$ cat config.mk
export PLATFORM = sky130hd
export DESIGN_NAME = gpio_xp_core
export DESIGN_NICKNAME = d
export VERILOG_FILES = /design/src/rtl/gpio_xp_pkg.sv /design/src/rtl/gpio_xp_sync.sv /design/src/rtl/gpio_xp_regs.sv /design/src/rtl/gpio_xp_irq.sv /design/src/rtl/gpio_xp_core.sv
export SDC_FILE = /design/constraint.sdc
export NUM_CORES = 1
export LEC_CHECK = 0
export ABC_AREA = 1
export BUFFER_PORTS_ARGS = -buffer_cell sky130_fd_sc_hd__buf_2
export CAP_MARGIN = 20
export CORE_ASPECT_RATIO = 0.6
export CORE_MARGIN = 3
export CORE_UTILIZATION = 55
export CTS_BUF_LIST = sky130_fd_sc_hd__clkbuf_16
export DETAILED_ROUTE_END_ITERATION = 8
export GPL_TIMING_DRIVEN = 0
export HOLD_SLACK_MARGIN = 0.08
export PLACE_DENSITY = 0.75
export SYNTH_ARGS = -nofsm -noshare
export SYNTH_HDL_FRONTEND = slang
export SYNTH_HIERARCHICAL = 1
export SYNTH_SLANG_ARGS = --single-unit
$ cat constraint.sdc
create_clock -name clk_i -period 1.23 [get_ports clk_i]
set_input_delay 0 -clock clk_i [delete_from_list [all_inputs] [get_ports clk_i]]
set_output_delay 0 -clock clk_i [all_outputs]
set_load 0.02 [all_outputs]
$ cat src/rtl/gpio_xp_pkg.sv
package gpio_xp_pkg;
  localparam int unsigned IDX_W = 2;
  typedef enum logic [IDX_W-1:0] {
    IDX_PIN = 2'd0,
    IDX_DRV = 2'd1,
    IDX_INV = 2'd2,
    IDX_DIR = 2'd3
  } reg_idx_e;
endpackage

$ cat src/rtl/gpio_xp_sync.sv
module gpio_xp_sync #(
  parameter int unsigned WIDTH  = 8,
  parameter int unsigned STAGES = 2
) (
  input  logic             clk_i,
  input  logic             rst_ni,
  input  logic [WIDTH-1:0] d_i,
  output logic [WIDTH-1:0] q_o
);
  logic [STAGES-1:0][WIDTH-1:0] chain_q;

  for (genvar s = 0; s < STAGES; s++) begin : g_stage
    always_ff @(posedge clk_i or negedge rst_ni) begin
      if (!rst_ni) chain_q[s] <= '0;
      else if (s == 0) chain_q[s] <= d_i;
      else chain_q[s] <= chain_q[(s == 0) ? 0 : s-1];
    end
  end

  assign q_o = chain_q[STAGES-1];
endmodule

$ cat src/rtl/gpio_xp_regs.sv
module gpio_xp_regs
  import gpio_xp_pkg::*;
#(
  parameter int unsigned WIDTH = 8
) (
  input  logic             clk_i,
  input  logic             rst_ni,
  input  logic             wr_en_i,
  input  reg_idx_e         idx_i,
  input  logic [WIDTH-1:0] wr_data_i,
  output logic [WIDTH-1:0] drv_o,
  output logic [WIDTH-1:0] inv_o,
  output logic [WIDTH-1:0] dir_o
);
  logic [WIDTH-1:0] drv_q, inv_q, dir_q;

  always_ff @(posedge clk_i or negedge rst_ni) begin
    if (!rst_ni) begin
      drv_q <= '1;
      inv_q <= '0;
      dir_q <= '1;
    end else if (wr_en_i) begin
      unique case (idx_i)
        IDX_DRV: drv_q <= wr_data_i;
        IDX_INV: inv_q <= wr_data_i;
        IDX_DIR: dir_q <= wr_data_i;
        default: ; // pin register is read-only
      endcase
    end
  end

  assign drv_o = drv_q;
  assign inv_o = inv_q;
  assign dir_o = dir_q;

  a_r3_pin_write_ignored: assert property (@(posedge clk_i) disable iff (!rst_ni)
    (wr_en_i && idx_i == IDX_PIN) |=> ($stable(drv_q) && $stable(inv_q) && $stable(dir_q)));

  a_r2_drv_write: assert property (@(posedge clk_i) disable iff (!rst_ni)
    (wr_en_i && idx_i == IDX_DRV) |=> (drv_q == $past(wr_data_i)));
endmodule

$ cat src/rtl/gpio_xp_irq.sv
module gpio_xp_irq #(
  parameter int unsigned WIDTH = 8
) (
  input  logic             clk_i,
  input  logic             rst_ni,
  input  logic [WIDTH-1:0] lvl_i,
  input  logic [WIDTH-1:0] dir_i,
  input  logic             snap_i,
  output logic             irq_o
);
  logic [WIDTH-1:0] snap_q;
  logic [WIDTH-1:0] diff;

  always_ff @(posedge clk_i or negedge rst_ni) begin
    if (!rst_ni) snap_q <= '0;
    else if (snap_i) snap_q <= lvl_i;
  end

  // only pins set as inputs take part in the compare
  assign diff  = (lvl_i ^ snap_q) & dir_i;
  assign irq_o = |diff;

  a_r9_snap_clears: assert property (@(posedge clk_i) disable iff (!rst_ni)
    snap_i |=> (!$stable(lvl_i) || !irq_o));
endmodule

$ cat src/rtl/gpio_xp_core.sv
module gpio_xp_core
  import gpio_xp_pkg::*;
#(
  parameter int unsigned WIDTH = 8,
  parameter int unsigned SYNC_STAGES = 2
) (
  input  logic             clk_i,
  input  logic             rst_ni,
  input  logic [IDX_W-1:0] idx_i,
  input  logic             wr_en_i,
  input  logic [WIDTH-1:0] wr_data_i,
  input  logic             rd_en_i,
  output logic [WIDTH-1:0] rd_data_o,
  input  logic [WIDTH-1:0] pin_i,
  output logic [WIDTH-1:0] pin_oe_o,
  output logic [WIDTH-1:0] pin_do_o,
  output logic             irq_od_o
);
  reg_idx_e         idx;
  logic [WIDTH-1:0] lvl, drv, inv, dir;
  logic [WIDTH-1:0] rd_q;
  logic             snap;

  assign idx = reg_idx_e'(idx_i);

  gpio_xp_sync #(.WIDTH(WIDTH), .STAGES(SYNC_STAGES)) u_sync (
    .clk_i (clk_i),
    .rst_ni(rst_ni),
    .d_i   (pin_i),
    .q_o   (lvl)
  );

  gpio_xp_regs #(.WIDTH(WIDTH)) u_regs (
    .clk_i    (clk_i),
    .rst_ni   (rst_ni),
    .wr_en_i  (wr_en_i),
    .idx_i    (idx),
    .wr_data_i(wr_data_i),
    .drv_o    (drv),
    .inv_o    (inv),
    .dir_o    (dir)
  );

  assign snap = rd_en_i && (idx == IDX_PIN);

  gpio_xp_irq #(.WIDTH(WIDTH)) u_irq (
    .clk_i (clk_i),
    .rst_ni(rst_ni),
    .lvl_i (lvl),
    .dir_i (dir),
    .snap_i(snap),
    .irq_o (irq_od_o)
  );

  always_ff @(posedge clk_i or negedge rst_ni) begin
    if (!rst_ni) rd_q <= '0;
    else if (rd_en_i) begin
      unique case (idx)
        IDX_PIN: rd_q <= lvl ^ inv;
        IDX_DRV: rd_q <= drv;
        IDX_INV: rd_q <= inv;
        IDX_DIR: rd_q <= dir;
        default: rd_q <= '0;
      endcase
    end
  end

  assign rd_data_o = rd_q;
  assign pin_oe_o  = ~dir;
  assign pin_do_o  = drv & ~dir;

  a_r11_rd_hold: assert property (@(posedge clk_i) disable iff (!rst_ni)
    !rd_en_i |=> $stable(rd_data_o));

  a_r4_dir_write_oe: assert property (@(posedge clk_i) disable iff (!rst_ni)
    (wr_en_i && idx == IDX_DIR) |=> (pin_oe_o == ~$past(wr_data_i)));

  a_r5_drv_read: assert property (@(posedge clk_i) disable iff (!rst_ni)
    (rd_en_i && idx == IDX_DRV && !wr_en_i) |=> (rd_data_o == (pin_do_o | (drv & ~pin_oe_o))));
endmodule

==> key figures <==
Floorplanning
  – Placeable Area: 0.00475 mm²
  – Die area: 0.00604 mm²
  – Starting Density: 0.592
  – Row count: 19
  – Die width: 98.4 µm
  – Die extent in y: 61.4 µm
  – Number of primary I/O pins: 47

Yosys
  – Top_reg_cell synth: dfrtp_1
  – Top cell type's share of synthesized area: 0.355
  – Mapped Avg Cell Area: 7.89 µm²
  – Synth area leader: dfrtp_1
  – Post-synthesis register bit count: 56
  – EDFF count, synth: 0
  – Unique masters post-synth: 19
  – Synth area leaders: dfrtp_1 (36%), nand2_1 (19%), dfstp_2 (15%)
  – Mapped Area: 0.00282 mm²
  – Ys async rst share: 1.00
  – Synth cell count leaders: nand2_1 (142), inv_1 (56), dfrtp_1 (40), nand3_1 (24), nand4_1 (24)
  – Post-Syn Instances: 357
  – Post-synthesis sequential area ratio: 0.505
  – YS warnings: 6
  – Most frequent cell after synthesis: nand2_1
  – Syn_nets: 379

Hold path
  – Worst Hold Launch: rd_en_i
  – Min-delay worst type: in -> reg

Timing
  – Layout Skew: 0.00435 ns
  – Max Slew Vio Count: 0
  – Least-Margin Pin Slew: 0.640 ns
  – Fmax: 0.806 GHz
  – Final period util: 1.01
  – Hold Violations, Final: 0
  – Final worst slack: -0.0113 ns
  – Rel. slew slack: 0.573
  – Worst hold slack: 0.131 ns
  – Min Clock Period, post-route: 1.24 ns
  – Setup violators final: 1
  – RSZ-0062 raised after global routing: yes

Clock network
  – TritonCTS Buffers: 5
  – CTS Buffer Depth: 2
  – Htree depth: 2
  – Clk sinks: 56
  – Root buf cell: clkbuf_16
  – CTS tree: yes
  – CTS clk-pin slew, worst paths: 0.07 ns
  – Insertion delay to the later sink of the worst-skew pair: 0.29 ns

Critical path
  – CP Capture Type: output port
  – CP arrival: 1.24 ns
  – Worst setup startpoint: u_sync/q_o[3]
  – Critical Setup Path Class: reg -> out
  – Critical path required time: 1.23 ns
  – CP startpoint kind: flop
  – FF-to-FF Start: u_sync/q_o[3]
  – Critical Path Fanout Max: 4

Global routing
  – Gr usage total: 0.253
  – Total gr overflow: 0
  – First-pass GRT wire length: 11600 µm
  – Largest net degree at the start of global routing: 31
  – Vias in the first global route: 2340
  – Antenna violations before repair: 0

Layout
  – # fillers: 360
  – Post-Layout Cell Count: 502
  – Fraction of layout cells with a size suffix above 1: 0.262
  – Final core utilization: 0.758
  – Final Cell Area: 0.00361 mm²
  – N_diodes: 0
  – Area growth syn-to-layout: 28.0%
  – Nets@finish: 460

Outcome
  – Failing checks: setup timing
  – Status: finished with violations

Placed design
  – GPL Wtd Cong: 0.875
  – Port Buf Inserts: 44
  – Placed cells: 465
  – HPWL after detailed placement: 4940 µm
  – Area of placed instances: 0.00314 mm²

Flow run
  – Max cap viols: 0

Routing
  – DRC errors left: 0
  – Routed wire length: 7340 µm
  – Drt pass-1 iters: 5
  – Vias: 2631
  – Final ANT Viol Nets: 0
  – Iter 0 DRT Violations: 211
  – Avg WL per Cell: 14.6 µm
  – DR vias/cell: 5.24

Pwr
  – Peak VDD IR: 822 µV
  – Pwr Total: 5.15 mW
  – PD cells: 1430 mW/mm²
  – Leak: 1.95 nW
==> cell families after synthesis <==
family / Yosys count / synth area share
AOI/OAI and AO/OA: 16 / 0.0284
DFF: 56 / 0.505
and+or+nand+nor: 206 / 0.327
buffers and inverters: 79 / 0.140
==> area by class of cell <==
type                    count  area [µm²]  share of cell area
clock buffers               5         125              0.0347
flip-flops and latches     56        1420               0.394
clock inverters             3        38.8              0.0108
well taps                  63        78.8              0.0219
multi-input cells         222        1030               0.287
plain buffers               9        95.1              0.0264
repair buffers             82         569               0.158
inverters                  62         243              0.0673
==> through the flow <==
| step | worst slack [ns] | setup TNS (ns) |
|---|---|---|
| floorplan | 0.0876 | 0 |
| global placement | -0.399 | -3.06 |
| detailed placement | -0.546 | -4.17 |
| CTS | -0.0187 | -0.0187 |
| global route | -0.0881 | -0.0881 |
| finish | -0.0113 | -0.0113 |
==> state kept, by name (all words and copies together) (netlist names) <==
register,count
u_regs/dir_o,8
u_regs/inv_o,8
u_sync/chain_q,8
u_regs/drv_o,8
rd_data_o,8
u_irq/snap_q,8
u_sync/q_o,8
==> power by group <==
part / internal (mW) / switching, mW
logic: 0.491 / 0.746
clock network: 0.950 / 0.616
registers: 2.14 / 0.199
==> routing by layer <==
layer | vias to the layer above | global-route usage | part of all wire
met2 | 103 | 0.411 | 0.47
met4 | 0 | 0.0700 | 0.018
met3 | 13 | 0.0486 | 0.060
met5 | - | 0 | 0
li1 | 1261 | - | -
met1 | 1254 | 0.358 | 0.45
==> critical path, cell delays in order (launching register included) <==
cell,delay (ns)
dfrtp_1,0.42
inv_1,0.07
nand2_1,0.06
nand3_2,0.06
nand2_1,0.06
nor2_1,0.09
nand2_1,0.07
buf_6,0.13
==> layout by cell type, fill, tap and decap left out, types with 4 or more instances in the layout <==
cell type / Yosys / routed
buf_6: 8 / 9
o21ai_0: 8 / 8
o21ai_1: 8 / 8
nand3_1: 24 / 20
dfstp_2: 16 / 16
dlygate4sd3_1: 0 / 18
nand2_1: 142 / 141
dfrtp_1: 40 / 40
nor2_1: 10 / 10
inv_1: 56 / 55
nand3_2: 0 / 4
clkbuf_16: 0 / 5
buf_2: 1 / 44
inv_2: 2 / 4
nand4_1: 24 / 24
buf_4: 8 / 19
==> path summary, 6_finish.rpt <==
check,end,slack [ns],cells past startpoint
setup / recovery,irq_od_o,-0.01,7
hold / removal,rd_data_o[5],0.13,5
setup reg to reg,rd_data_o[3],0.14,9
hold reg to reg,u_sync/q_o[6],0.35,0
max in group asynchronous,u_regs/dir_o[4],0.32,3
min in group asynchronous,u_sync/q_o[3],0.26,2
==> what timing repair did <==
item	4_1_cts	5_1_grt
gates cloned	0	0
endpoints found under the setup margin	9	9
hold buffers	18	0
pin swaps	7	1
gates resized for setup	9	3
buffers inserted	13	6
hold endpoints to repair	45	0
Power figures use the tool's default switching activity.
